File: src/rtl/prog_seq_pkg.sv
// Shared definitions for the programming write sequencer.
// Assumes a 16-bit host address and 32-bit, four-byte instructions.
package prog_seq_pkg;

    localparam int ADDR_W  = 16;
    localparam int DATA_W  = 16;
    localparam int INSTR_W = 32;

    typedef enum logic [2:0] {
        REQ_FLASH_WR = 3'd0,
        REQ_EE_WR    = 3'd1,
        REQ_FLASH_RD = 3'd2,
        REQ_EE_RD    = 3'd3,
        REQ_FLUSH    = 3'd4
    } req_kind_e;

    localparam logic [7:0] OP_LOAD_LO = 8'h40;
    localparam logic [7:0] OP_LOAD_HI = 8'h48;
    localparam logic [7:0] OP_COMMIT  = 8'h4C;
    localparam logic [7:0] OP_EE_WR   = 8'hC0;
    localparam logic [7:0] OP_RD_LO   = 8'h20;
    localparam logic [7:0] OP_RD_HI   = 8'h28;
    localparam logic [7:0] OP_EE_RD   = 8'hA0;

    typedef enum logic [3:0] {
        S_IDLE,
        S_LD_LO,
        S_LD_HI,
        S_COMMIT,
        S_EE_WR,
        S_RD_LO,
        S_RD_HI,
        S_EE_RD,
        S_WAIT
    } step_e;

    // Assemble four instruction bytes, first-shifted byte on top.
    function automatic logic [INSTR_W-1:0] pack_instr(
        input logic [7:0] op, input logic [7:0] b1,
        input logic [7:0] b2, input logic [7:0] b3);
        return {op, b1, b2, b3};
    endfunction

endpackage

File: src/rtl/prog_instr_builder.sv
// Instruction builder: forms the 32-bit instruction for the current step.
// Assumes OFFSET_W <= 8 and PAGE_W <= 8; purely combinational.
module prog_instr_builder
    import prog_seq_pkg::*;
#(
    parameter int OFFSET_W = 6,
    parameter int PAGE_W   = 8
) (
    input  step_e                step,
    input  logic [ADDR_W-1:0]    addr,
    input  logic [DATA_W-1:0]    data,
    input  logic [PAGE_W-1:0]    page,
    output logic [INSTR_W-1:0]   word
);
    logic [7:0] off_byte;
    logic [7:0] page_byte;

    // Zero-extend page offset and page number to a byte.
    always_comb begin
        off_byte  = 8'(addr[OFFSET_W-1:0]);
        page_byte = 8'(page);
    end

    // Select opcode and operand bytes by step.
    always_comb begin
        case (step)
            S_LD_LO:  word = pack_instr(OP_LOAD_LO, 8'h00, off_byte, data[7:0]);
            S_LD_HI:  word = pack_instr(OP_LOAD_HI, 8'h00, off_byte, data[15:8]);
            S_COMMIT: word = pack_instr(OP_COMMIT, page_byte, 8'h00, 8'h00);
            S_EE_WR:  word = pack_instr(OP_EE_WR, addr[15:8], addr[7:0], data[7:0]);
            S_RD_LO:  word = pack_instr(OP_RD_LO, addr[15:8], addr[7:0], 8'h00);
            S_RD_HI:  word = pack_instr(OP_RD_HI, addr[15:8], addr[7:0], 8'h00);
            S_EE_RD:  word = pack_instr(OP_EE_RD, addr[15:8], addr[7:0], 8'h00);
            default:  word = '0;
        endcase
    end
endmodule

File: src/rtl/prog_page_tracker.sv
// Page tracker: remembers the page of the last loaded word and whether
// loads are waiting for a commit. Assumes load and commit never coincide.
module prog_page_tracker #(
    parameter int PAGE_W = 8
) (
    input  logic              clk,
    input  logic              rst_n,
    input  logic              load_done,
    input  logic [PAGE_W-1:0] load_page,
    input  logic              commit_done,
    output logic              pending,
    output logic [PAGE_W-1:0] page
);
    // Update pending flag and page number on load and commit completions.
    always_ff @(posedge clk) begin
        if (!rst_n) begin
            pending <= 1'b0;
            page    <= '0;
        end else if (load_done) begin
            pending <= 1'b1;
            page    <= load_page;
        end else if (commit_done) begin
            pending <= 1'b0;
        end
    end

    assert_commit_has_page_R2: assert property (@(posedge clk) disable iff (!rst_n)
        commit_done |-> pending);
    assert_load_marks_pending_R3: assert property (@(posedge clk) disable iff (!rst_n)
        load_done |=> pending);
endmodule

File: src/rtl/prog_write_timer.sv
// Write-wait timer: loads the flash or EEPROM wait count and counts it
// down on timebase ticks. Assumes both counts are at least 1.
module prog_write_timer #(
    parameter int FLASH_WAIT_TICKS = 4500,
    parameter int EE_WAIT_TICKS    = 900
) (
    input  logic clk,
    input  logic rst_n,
    input  logic tick,
    input  logic start_flash,
    input  logic start_ee,
    output logic busy
);
    localparam int MAX_TICKS = (FLASH_WAIT_TICKS > EE_WAIT_TICKS) ? FLASH_WAIT_TICKS : EE_WAIT_TICKS;
    localparam int CNT_W     = $clog2(MAX_TICKS + 1);

    logic [CNT_W-1:0] cnt_q;

    assign busy = (cnt_q != '0);

    // Load on a write completion, otherwise count ticks down to zero.
    always_ff @(posedge clk) begin
        if (!rst_n)
            cnt_q <= '0;
        else if (start_flash)
            cnt_q <= CNT_W'(FLASH_WAIT_TICKS);
        else if (start_ee)
            cnt_q <= CNT_W'(EE_WAIT_TICKS);
        else if (tick && busy)
            cnt_q <= cnt_q - 1'b1;
    end

    assert_count_holds_R4: assert property (@(posedge clk) disable iff (!rst_n)
        busy && !tick && !start_flash && !start_ee |=> cnt_q == $past(cnt_q));
    assert_single_start_R5: assert property (@(posedge clk) disable iff (!rst_n)
        !(start_flash && start_ee));
endmodule

File: src/rtl/prog_write_sequencer.sv
// Programming write sequencer top: accepts host requests and walks each
// through its instruction steps, one instruction outstanding at a time,
// with page commits and post-write waits. Assumes the target is already
// in programming mode and the shifter answers every accepted instruction.
module prog_write_sequencer
    import prog_seq_pkg::*;
#(
    parameter int OFFSET_W         = 6,
    parameter int PAGE_W           = 8,
    parameter int FLASH_WAIT_TICKS = 4500,
    parameter int EE_WAIT_TICKS    = 900
) (
    input  logic                clk,
    input  logic                rst_n,
    input  logic                tick,
    input  logic                chip_erased,
    input  logic                req_valid,
    output logic                req_ready,
    input  logic [2:0]          req_kind,
    input  logic [ADDR_W-1:0]   req_addr,
    input  logic [DATA_W-1:0]   req_data,
    output logic                cmd_valid,
    input  logic                cmd_ready,
    output logic [INSTR_W-1:0]  cmd_word,
    input  logic                rsp_valid,
    input  logic [7:0]          rsp_byte,
    output logic                rd_valid,
    output logic [DATA_W-1:0]   rd_data
);
    localparam logic [OFFSET_W-1:0] LAST_OFFSET = '1;

    step_e               state_q, state_d;
    logic                inflight_q;
    logic [ADDR_W-1:0]   addr_q;
    logic [DATA_W-1:0]   data_q;
    logic [7:0]          lo_q;
    logic                issuing, accept, rsp_fire, skip_ff;
    logic                page_pend;
    logic [PAGE_W-1:0]   page_q;
    logic                timer_busy;

    // Classify steps that put an instruction on the shifter port.
    always_comb begin
        issuing = (state_q == S_LD_LO) || (state_q == S_LD_HI) || (state_q == S_COMMIT) ||
                  (state_q == S_EE_WR) || (state_q == S_RD_LO) || (state_q == S_RD_HI) ||
                  (state_q == S_EE_RD);
    end

    assign req_ready = (state_q == S_IDLE);
    assign cmd_valid = issuing && !inflight_q;
    assign accept    = req_valid && req_ready;
    assign rsp_fire  = inflight_q && rsp_valid;
    assign skip_ff   = chip_erased && (req_data[7:0] == 8'hFF);

    // Choose the next step from the request kind or the completed step.
    always_comb begin
        state_d = state_q;
        case (state_q)
            S_IDLE: if (req_valid) begin
                case (req_kind)
                    REQ_FLASH_WR: state_d = S_LD_LO;
                    REQ_EE_WR:    state_d = skip_ff ? S_IDLE : S_EE_WR;
                    REQ_FLASH_RD: state_d = S_RD_LO;
                    REQ_EE_RD:    state_d = S_EE_RD;
                    REQ_FLUSH:    state_d = page_pend ? S_COMMIT : S_IDLE;
                    default:      state_d = S_IDLE;
                endcase
            end
            S_LD_LO:  if (rsp_fire) state_d = S_LD_HI;
            S_LD_HI:  if (rsp_fire) state_d = (addr_q[OFFSET_W-1:0] == LAST_OFFSET) ? S_COMMIT : S_IDLE;
            S_COMMIT: if (rsp_fire) state_d = S_WAIT;
            S_EE_WR:  if (rsp_fire) state_d = S_WAIT;
            S_RD_LO:  if (rsp_fire) state_d = S_RD_HI;
            S_RD_HI:  if (rsp_fire) state_d = S_IDLE;
            S_EE_RD:  if (rsp_fire) state_d = S_IDLE;
            S_WAIT:   if (!timer_busy) state_d = S_IDLE;
            default:  state_d = S_IDLE;
        endcase
    end

    // Advance the step and track whether an instruction is outstanding.
    always_ff @(posedge clk) begin
        if (!rst_n) begin
            state_q    <= S_IDLE;
            inflight_q <= 1'b0;
        end else begin
            state_q <= state_d;
            if (cmd_valid && cmd_ready)
                inflight_q <= 1'b1;
            else if (rsp_fire)
                inflight_q <= 1'b0;
        end
    end

    // Capture the request operands when a request is taken.
    always_ff @(posedge clk) begin
        if (!rst_n) begin
            addr_q <= '0;
            data_q <= '0;
        end else if (accept) begin
            addr_q <= req_addr;
            data_q <= req_data;
        end
    end

    // Collect read response bytes and strobe the finished result.
    always_ff @(posedge clk) begin
        if (!rst_n) begin
            lo_q     <= '0;
            rd_valid <= 1'b0;
            rd_data  <= '0;
        end else begin
            rd_valid <= 1'b0;
            if (rsp_fire && state_q == S_RD_LO)
                lo_q <= rsp_byte;
            if (rsp_fire && state_q == S_RD_HI) begin
                rd_valid <= 1'b1;
                rd_data  <= {rsp_byte, lo_q};
            end
            if (rsp_fire && state_q == S_EE_RD) begin
                rd_valid <= 1'b1;
                rd_data  <= {8'h00, rsp_byte};
            end
        end
    end

    prog_instr_builder #(.OFFSET_W(OFFSET_W), .PAGE_W(PAGE_W)) u_builder (
        .step (state_q),
        .addr (addr_q),
        .data (data_q),
        .page (page_q),
        .word (cmd_word)
    );

    prog_page_tracker #(.PAGE_W(PAGE_W)) u_tracker (
        .clk         (clk),
        .rst_n       (rst_n),
        .load_done   (rsp_fire && state_q == S_LD_HI),
        .load_page   (addr_q[OFFSET_W+PAGE_W-1:OFFSET_W]),
        .commit_done (rsp_fire && state_q == S_COMMIT),
        .pending     (page_pend),
        .page        (page_q)
    );

    prog_write_timer #(.FLASH_WAIT_TICKS(FLASH_WAIT_TICKS), .EE_WAIT_TICKS(EE_WAIT_TICKS)) u_timer (
        .clk         (clk),
        .rst_n       (rst_n),
        .tick        (tick),
        .start_flash (rsp_fire && state_q == S_COMMIT),
        .start_ee    (rsp_fire && state_q == S_EE_WR),
        .busy        (timer_busy)
    );

    assert_cmd_hold_R9: assert property (@(posedge clk) disable iff (!rst_n)
        cmd_valid && !cmd_ready |=> cmd_valid && $stable(cmd_word));
    assert_quiet_in_wait_R4: assert property (@(posedge clk) disable iff (!rst_n)
        timer_busy |-> !cmd_valid && !req_ready);
    assert_commit_needs_loads_R2: assert property (@(posedge clk) disable iff (!rst_n)
        cmd_valid && cmd_word[31:24] == OP_COMMIT |-> page_pend);
    assert_skip_no_wait_R6: assert property (@(posedge clk) disable iff (!rst_n)
        accept && req_kind == REQ_EE_WR && skip_ff |=> req_ready && !cmd_valid);
    assert_read_pulse_R7: assert property (@(posedge clk) disable iff (!rst_n)
        rd_valid |=> !rd_valid);
endmodule

File: config.mk
export PLATFORM = sky130hd
export DESIGN_NAME = prog_write_sequencer
export DESIGN_NICKNAME = d
export VERILOG_FILES = /design/src/rtl/prog_seq_pkg.sv /design/src/rtl/prog_instr_builder.sv /design/src/rtl/prog_page_tracker.sv /design/src/rtl/prog_write_timer.sv /design/src/rtl/prog_write_sequencer.sv
export SDC_FILE = /design/constraint.sdc
export NUM_CORES = 1
export LEC_CHECK = 0
export CAP_MARGIN = 5
export CORE_MARGIN = 5
export CORE_UTILIZATION = 65
export DETAILED_ROUTE_END_ITERATION = 16
export DONT_BUFFER_PORTS = 1
export PLACE_DENSITY_LB_ADDON = 0.3
export SLEW_MARGIN = 20
export SYNTH_ARGS = -nofsm -noshare
export SYNTH_HDL_FRONTEND = slang
export SYNTH_HIERARCHICAL = 1
export SYNTH_SLANG_ARGS = --single-unit
File: constraint.sdc
create_clock -name clk -period 3.6 [get_ports clk]
set_input_delay 0.54 -clock clk [delete_from_list [all_inputs] [get_ports clk]]
set_output_delay 0.54 -clock clk [all_outputs]
set_load 0.02 [all_outputs]
# Word level (Yosys, flattened, before mapping)
# Index checks and enable logic that the tools add are counted.
# W data, S select, Z words.
# word_totals
reg_bits,84
latchBits,0
ram_bits,0
romBits,0
in_bits,50
output_inout_bits,51
memories,0
# op_classes
addsub,1
n_mul,0
n_div,0
magnitude_cmp,0
n_eq_ne,21
shifts,0
mux,24
n_bitwise,1
reduce_logical,33
# op_table
cell,count
$pmux W32 S7,1
$mux W13,3
$mux W4,7
$pmux W4 S7,1
$eq A4 B3 Y1 const B,4
$mux W8,2
$pmux W3 S5,1
$reduce_bool A13 Y1,1
$sub A13 B1 Y13 const B,1
$logic_and A1 B1 Y1,12
$ne A2 B2 Y1 const B,5
$eq A4 B2 Y1 const B,2
$eq A8 B8 Y1 const B,1
$reduce_bool A2 Y1,4
$reduce_or A2 Y1,4
$reduce_and A7 Y1,1
$eq A3 B2 Y1 const B,2
$eq A6 B6 Y1 const B,1
$logic_or A1 B1 Y1,6
$mux W1,6
$eq A4 B1 Y1 const B,1
$eq A4 B4 Y1 const B,1
$logic_not A4 Y1,1
$mux W2,2
other kinds (9),10

# Longest topological paths before layout
# Gate-level depths: netlist (run 1).
# depth
ltp_word,10
ltp_mapped,8

# Hierarchy
# Netlist (run 1), hierarchy kept.
# modules_own_cells
module,instances,cells_each,area_each_um2,seq_area_each_um2
prog_write_sequencer,1,299,2676.3,1241.2
prog_instr_builder,1,101,733.2,0.0
prog_write_timer,1,80,704.4,260.2
prog_page_tracker,1,28,335.3,180.2

# Worst setup path before layout (run 1)
# Ideal clock, no wire load.
# synth_timing
kind,flip-flop to flip-flop
from,reg u_timer.cnt_q[3]
to,reg state_q[3]
setup_ns,0.116
arrival_ns,2.012
setup_slack_ns,1.473
path_stages_with_launch,7
path_buffers,0
synth_period_minus_slack_ns,2.127
cell_sequence,dfxtp_1 -> or4_4 -> nor4_4 -> inv_2 -> a31oi_1 -> o21ai_0 -> and3b_1
# synth_via
elab_chain_cells,3
# synth_rtl
item,line_no,rtl
from (decl),prog_write_timer.sv:17,logic [CNT_W-1:0] cnt_q;
from (signal assigned),prog_write_timer.sv:26,cnt_q <= CNT_W'(FLASH_WAIT_TICKS);
from (signal assigned),prog_write_timer.sv:28,cnt_q <= CNT_W'(EE_WAIT_TICKS);
from (signal assigned),prog_write_timer.sv:30,cnt_q <= cnt_q - 1'b1;
$reduce_bool A13 Y1,prog_write_timer.sv:19,assign busy = (cnt_q != '0);
via timer_busy,prog_write_sequencer.sv:40,logic timer_busy;
$ne A2 B2 Y1 (no source line),-,
$reduce_and A7 Y1 (no source line),-,
to (signal assigned),prog_write_sequencer.sv:87,state_q <= state_d;
to (decl),prog_write_sequencer.sv:32,"step_e state_q, state_d;"
# The timed path passes the listed nets, and every way through them passes these cells.
# A chain may end at the register's enable or synchronous reset.

# Worst setup path after layout (run 1)
# layout_timing
from,reg state_q[0]
to,out cmd_word[10]
# layout_via
elab_chain_cells,2
word_cells_on_any_way,8
cone_classes,eq/ne (7); mux (1)
# layout_rtl
item,line_no,rtl
$eq A4 B3 Y1 (tied with other cells),prog_instr_builder.sv:26,case (step)
$pmux W32 S7 *,prog_instr_builder.sv:26,
to (decl),prog_write_sequencer.sv:24,"output logic [INSTR_W-1:0] cmd_word,"
# Mark *: on every way between the ends. The rest lies on a longest branch, timed or not.

==> results of run 1 <==
-- cells in the mapped netlist, types with 9 or more instances --
library cell / instances / share of area [%]
a21boi_1: 31 / 5.2
nand2_1: 97 / 8.2
mux2i_1: 25 / 5.6
a21boi_0: 10 / 1.7
or4bb_1: 23 / 5.8
inv_1: 14 / 1.2
buf_4: 9 / 1.5
dfxtp_1: 84 / 38
clkbuf_1: 14 / 1.2
a21oi_1: 20 / 2.2
a31oi_1: 11 / 1.5
nand3_1: 14 / 1.6
nor2b_1: 20 / 2.8
o211a_1: 9 / 2.0
-- final cells by class --
type / count / area share (%)
multi-input combinational: 369 / 53.78
clock inverter: 6 / 1.557
tap: 80 / 2.185
sequential: 84 / 36.77
inverter: 15 / 1.229
timing repair buffer: 9 / 1.475
clock buffer: 10 / 3.005
-- how the worst min path moves through the flow --
| stage | from | end | cells after the start |
|---|---|---|---|
| floorplan | data_q[10] | data_q[10] | 2 |
| global placement | data_q[9] | data_q[9] | 2 |
| detailed placement | data_q[11] | data_q[11] | 2 |
| CTS | tick | u_timer/cnt_q[1] | 1 |
| global route | tick | u_timer/cnt_q[1] | 1 |
| finish | tick | u_timer/cnt_q[1] | 1 |
-- per-stage QoR --
step	hold WS (ns)	utilization, %	setup WS [ns]	instance area, um^2
finish	0.3004	68.18	0.6165	4581
global route	0.2924	68.18	0.5017	4581
CTS	0.2877	68.18	0.6572	4581
detailed placement	0.4423	65.07	1.059	4372
global placement	0.4374	65.07	1.085	4372
floorplan	0.4307	-	1.473	4457
-- sequential cells by signal, indices dropped and copies added, names as in the netlist, 4 cells and up --
register,cells
state_q,4
lo_q,8
data_q,16
rd_data,16
u_tracker/page,8
u_timer/cnt_q,13
addr_q,16
-- report_power, final --
part	switching, mW	leakage [nW]	total, mW	internal (mW)
combinational	0.771	0.816	1.26	0.490
sequential	0.294	0.684	1.40	1.11
clock	0.353	0.0995	0.698	0.346
-- cells by family after synthesis --
| kind of cell | count (synthesis) |
|---|---|
| multiplexers | 25 |
| other | 1 |
| AND/OR/NAND/NOR | 221 |
| flip-flops | 84 |
| XOR/XNOR | 2 |
| buffers and inverters | 57 |
| adder cells (fa/ha/maj) | 2 |
| AO/OA/AOI/OAI | 116 |
-- layer usage --
layer / routed length (um) / part of all wire (%) / up-vias / track usage [%]
met4: 95 / 0.95 / 0 / 7.204
met5: 0 / 0 / - / 0
met3: 634 / 6.3 / 12 / 7.799
met2: 4877 / 49 / 104 / 37.89
met1: 4439 / 44 / 1692 / 30.68
li1: - / - / 1769 / -
==> impl_metrics.tcl, run 1 <==
set metrics [dict create \
    cts_resized 0 \
    layoutNonFillerInstCount 573 \
    synth_edf_count 0 \
    clock-sinks 84 \
    std_cell_rows 30 \
    grt_pass1_vias 3394 \
    die_y_um 92.74 \
    finalSetupViolCount 0 \
    reg2reg_depth 8 \
    cts_tree "built" \
    yosys.area_share.xor_xnor_pct 0.5624 \
    status "completed" \
    cellLeakagePower_nw 1.599 \
    cpMaxStageDelayCell "dfxtp_2" \
    rsz0062_at_grt "no" \
    area_delta_synth_final_pct 2.953 \
    layout-drive-gt1-share_pct 8.316 \
    dp_hpwl_um 6862 \
    wl_per_cell_um 17.53 \
    maxSlewViolCount 0 \
    ff2ff_setup_slack_ns 1.06 \
    drtPass1Iterations 4 \
    clockBufferDepth 2 \
    yosysWarnings 6 \
    crit_fanout 55 \
    start_util_pct 66.22 \
    postCtsSetupBuffers 0 \
    grt_overflow 0 \
    final-hold-violation-count 0 \
    fmax_mhz 335.2 \
    ant_nets 0 \
    synth_fa_ha_area_share_pct 0.5624 \
    area.sequential_mm2 0.001684 \
    cp-endpoint "cmd_word[10]" \
    muxShareOfSynthArea_pct 5.624 \
    fp.dieW_um 92.74 \
    tns_ns 0 \
    arrival_ns 2.44 \
    max_cap_violations 0 \
    power_mw 3.359 \
    numPortBuffers 0 \
    grt_pass1_wl_um 16530 \
    final_cell_mix "nand2_1 (97), dfxtp_1 (82), a21boi_1 (31)" \
    cp-start-kind "flop" \
    vdd_drop_max_uv 607.8 \
    postCtsHoldBufs 0 \
    via_count 3577 \
    min_path_type "input port to flop" \
    drc 0 \
    clk_pin_slew_worst_paths_ns 0.09 \
    synth_compound_area_share_pct 18.53 \
    synth_top_family_by_area "simple AND/OR/NAND/NOR gates" \
    crit_cells 2 \
    dp.cells 557 \
    num_antenna_cells 0 \
    root_buffer "clkbuf_8" \
    wl_um 10050 \
    r2r_start "state_q[3]" \
    ys_types 58 \
    fillers 527 \
    yosysSeqAreaShare_pct 37.80 \
    synthSimpleGateAreaFrac_pct 29.70 \
    crit_required_ns 3.06 \
    critPathBufInv 0 \
    path_delay_family "flip-flops" \
    slew_headroom_pct 29.43 \
    drt_iter0_markers 236 \
    fin_skew_ns 0.006635 \
    slowest_delay_ns 1.04 \
    h-tree-depth 3 \
    final_common_cell "nand2_1" \
    min_period_over_period_pct 82.88 \
    path_class "flop to output pin" \
    worstReg2RegEnd "u_timer/cnt_q[5]" \
    multi_input_area_mm2 0.002464 \
    synth_ff_type "dfxtp_1" \
    place.gp.congestion 0.8032 \
    pwr_density_cell_mw_per_mm2 733.3 \
    antenna_found_initial 0 \
    synth-seq-cells 84 \
    crit_path_start "state_q[0]" \
    cts_inserted_buffers 9 \
    core_mm2 0.006719 \
    min_period_ns 2.984 \
    worst_setup_path_end_kind "output pin" \
    synthCells 508 \
    vias_per_cell 6.243 \
    die-area_mm2 0.008600 \
    synth_area_per_cell_um2 8.758 \
    worst_pin_slew_ns 1.058 \
    cp_cell_sequence "xnor2_2 -> a211oi_1" \
    nets 540 \
    grt_max_degree 78 \
    syn_area_mm2 0.004449 \
    async_flop_share_pct 0 \
    clk-insertion-delay-late_ns 0.35 \
    ios 101 \
    grt_usage_pct 23.78 \
]
(Power assumes the default switching activity.)
==> inputs of run 2 (changes only) <==
--- a/config.mk
+++ b/config.mk
@@ -7,7 +7,7 @@
 export LEC_CHECK = 0
 export CAP_MARGIN = 5
 export CORE_MARGIN = 5
-export CORE_UTILIZATION = 65
+export CORE_UTILIZATION = 57
 export DETAILED_ROUTE_END_ITERATION = 16
 export DONT_BUFFER_PORTS = 1
 export PLACE_DENSITY_LB_ADDON = 0.3
==> constraint.sdc (replaced) <==
create_clock -name clk -period 2.7 [get_ports clk]
set_input_delay 0.405 -clock clk [delete_from_list [all_inputs] [get_ports clk]]
set_output_delay 0.405 -clock clk [all_outputs]
set_load 0.02 [all_outputs]
==> impl_metrics.tcl, run 2 (synthesis gave the netlist of run 1 again) <==
set metrics [dict create \
    tns_ns 0 \
    drt_iter0_markers 101 \
    worst_slack_ns 0.1870 \
    min_period_ns 2.513 \
    die_y_um 98.35 \
    pwr-share-clk_pct 21.1 \
    grt_overflow 0 \
    finalSetupViolCount 0 \
    layoutNonFillerInstCount 619 \
    p_sw_mw 1.917 \
    h-tree-depth 3 \
    ant_nets 0 \
    place_area_mm2 0.004603 \
    root_buffer "clkbuf_8" \
    postCtsHoldBufs 0 \
    cts_resized 0 \
    p_sw_share_pct 40.73 \
    die-area_mm2 0.009673 \
    status "completed" \
    num_antenna_cells 0 \
    place.gp.congestion 0.8549 \
    min_path_type "input port to flop" \
    via_count 3637 \
    core_mm2 0.007647 \
    ios 101 \
    worst_setup_path_end_kind "output pin" \
    grt_pass1_wl_um 17390 \
    clk_pin_slew_worst_paths_ns 0.08 \
    wl_per_cell_um 16.69 \
    grt_pass1_vias 3588 \
    ff2ff_setup_slack_ns 0.25 \
    grt_max_degree 78 \
    pre_cts_ws_ns 0.2881 \
    worst_pin_slew_ns 0.7169 \
    whs_ns 0.1706 \
    nets 564 \
    pwr-share-comb_pct 41.8 \
    fp.dieW_um 98.35 \
    maxSlewViolCount 0 \
    crit_required_ns 2.30 \
    stdcell_area_mm2 0.004826 \
    area_delta_synth_final_pct 8.465 \
    antenna_found_initial 0 \
    final_cell_mix "nand2_1 (97), dfxtp_1 (83), a21boi_1 (31), buf_4 (31), mux2i_1 (25)" \
    cts_inserted_buffers 9 \
    pwr_density_cell_mw_per_mm2 975.3 \
    dp_hpwl_um 7152 \
    grt_usage_pct 21.42 \
    cellLeakagePower_nw 1.745 \
    crit_fanout 28 \
    clock-sinks 84 \
    cp-start-kind "flop" \
    pwr-share-seq_pct 37.1 \
    cts_tree "built" \
    vias_per_cell 5.876 \
    clk-insertion-delay-late_ns 0.35 \
    numPortBuffers 0 \
    final-hold-violation-count 0 \
    min_period_over_period_pct 93.07 \
    slew_headroom_pct 52.14 \
    drc 0 \
    internal-power_mw 2.789 \
    dp.cells 603 \
    clockBufferDepth 2 \
    layout-drive-gt1-share_pct 12.38 \
    drtPass1Iterations 4 \
    fin_skew_ns 0.01234 \
    final_common_cell "nand2_1" \
    vdd_drop_max_uv 694.0 \
    wl_um 10330 \
    rsz0062_at_grt "no" \
    fmax_mhz 397.9 \
    arrival_ns 2.11 \
    biggestRegsByFlops "addr_q (16), data_q (16), rd_data (16)" \
    max_cap_violations 0 \
    postCtsSetupBuffers 0 \
    start_util_pct 58.18 \
    path_class "flop to output pin" \
    std_cell_rows 32 \
]
run 2: changes by cell type in the layout (fill, tap and decap cells not counted):
cell,previous run,this run
buf_12,0,2
dfxtp_1,82,83
dfxtp_2,2,1
clkinvlp_4,2,1
clkinv_2,0,1
bufinv_16,1,2
buf_4,9,31
clkbuf_8,10,9
run 2: final timing paths:
| kind | startpoint | to | cells past startpoint |
|---|---|---|---|
| worst min register to register | data_q[14] | data_q[14] | 2 |
| worst min-delay path | tick | u_timer/cnt_q[1] | 1 |
| worst max register to register | u_timer/cnt_q[3] | state_q[3] | 6 |
| worst max-delay path | state_q[2] | cmd_word[3] | 4 |
run 2: layout make-up:
cell class	count	area (um^2)
Clock buffer	9	123.9
Multi-Input combinational cell	369	2464
Timing Repair Buffer	33	272.8
Fill cell	664	2821
Clock inverter	7	98.84
Tap cell	102	127.6
Sequential cell	84	1683
Inverter	15	56.30
run 2: worst max-delay path: stages (launching register included):
cell and delay (ns):
dfxtp_1 0.54, buf_4 0.34, or4bb_1 0.49, a31oi_1 0.22
buf_4 0.18
run 2: metal layers:
metal / vias up / GRT usage [%] / share of wire (%)
li1: 1811 / - / -
met1: 1726 / 26.63 / 43
met2: 91 / 36.51 / 50
met3: 9 / 5.857 / 6.1
met4: 0 / 5.777 / 0.83
met5: - / 0 / 0
run 2: power by group through the flow:
stage	clock network, mW	registers [mW]	logic, mW
after global routing	1.08	1.79	2.16
final	0.995	1.74	1.97
after detailed placement	0	1.77	1.95
after CTS	1.01	1.74	1.96
after global placement	0	1.75	1.89
after floorplan	0	1.66	1.61
run 2: per-stage QoR:
stage | power [mW] | util (%)
2_1_floorplan | 3.274 | -
3_3_place_gp | 3.638 | 60.19
3_5_place_dp | 3.721 | 60.19
4_1_cts | 4.720 | 63.11
5_1_grt | 5.030 | 63.11
6_report | 4.707 | 63.11
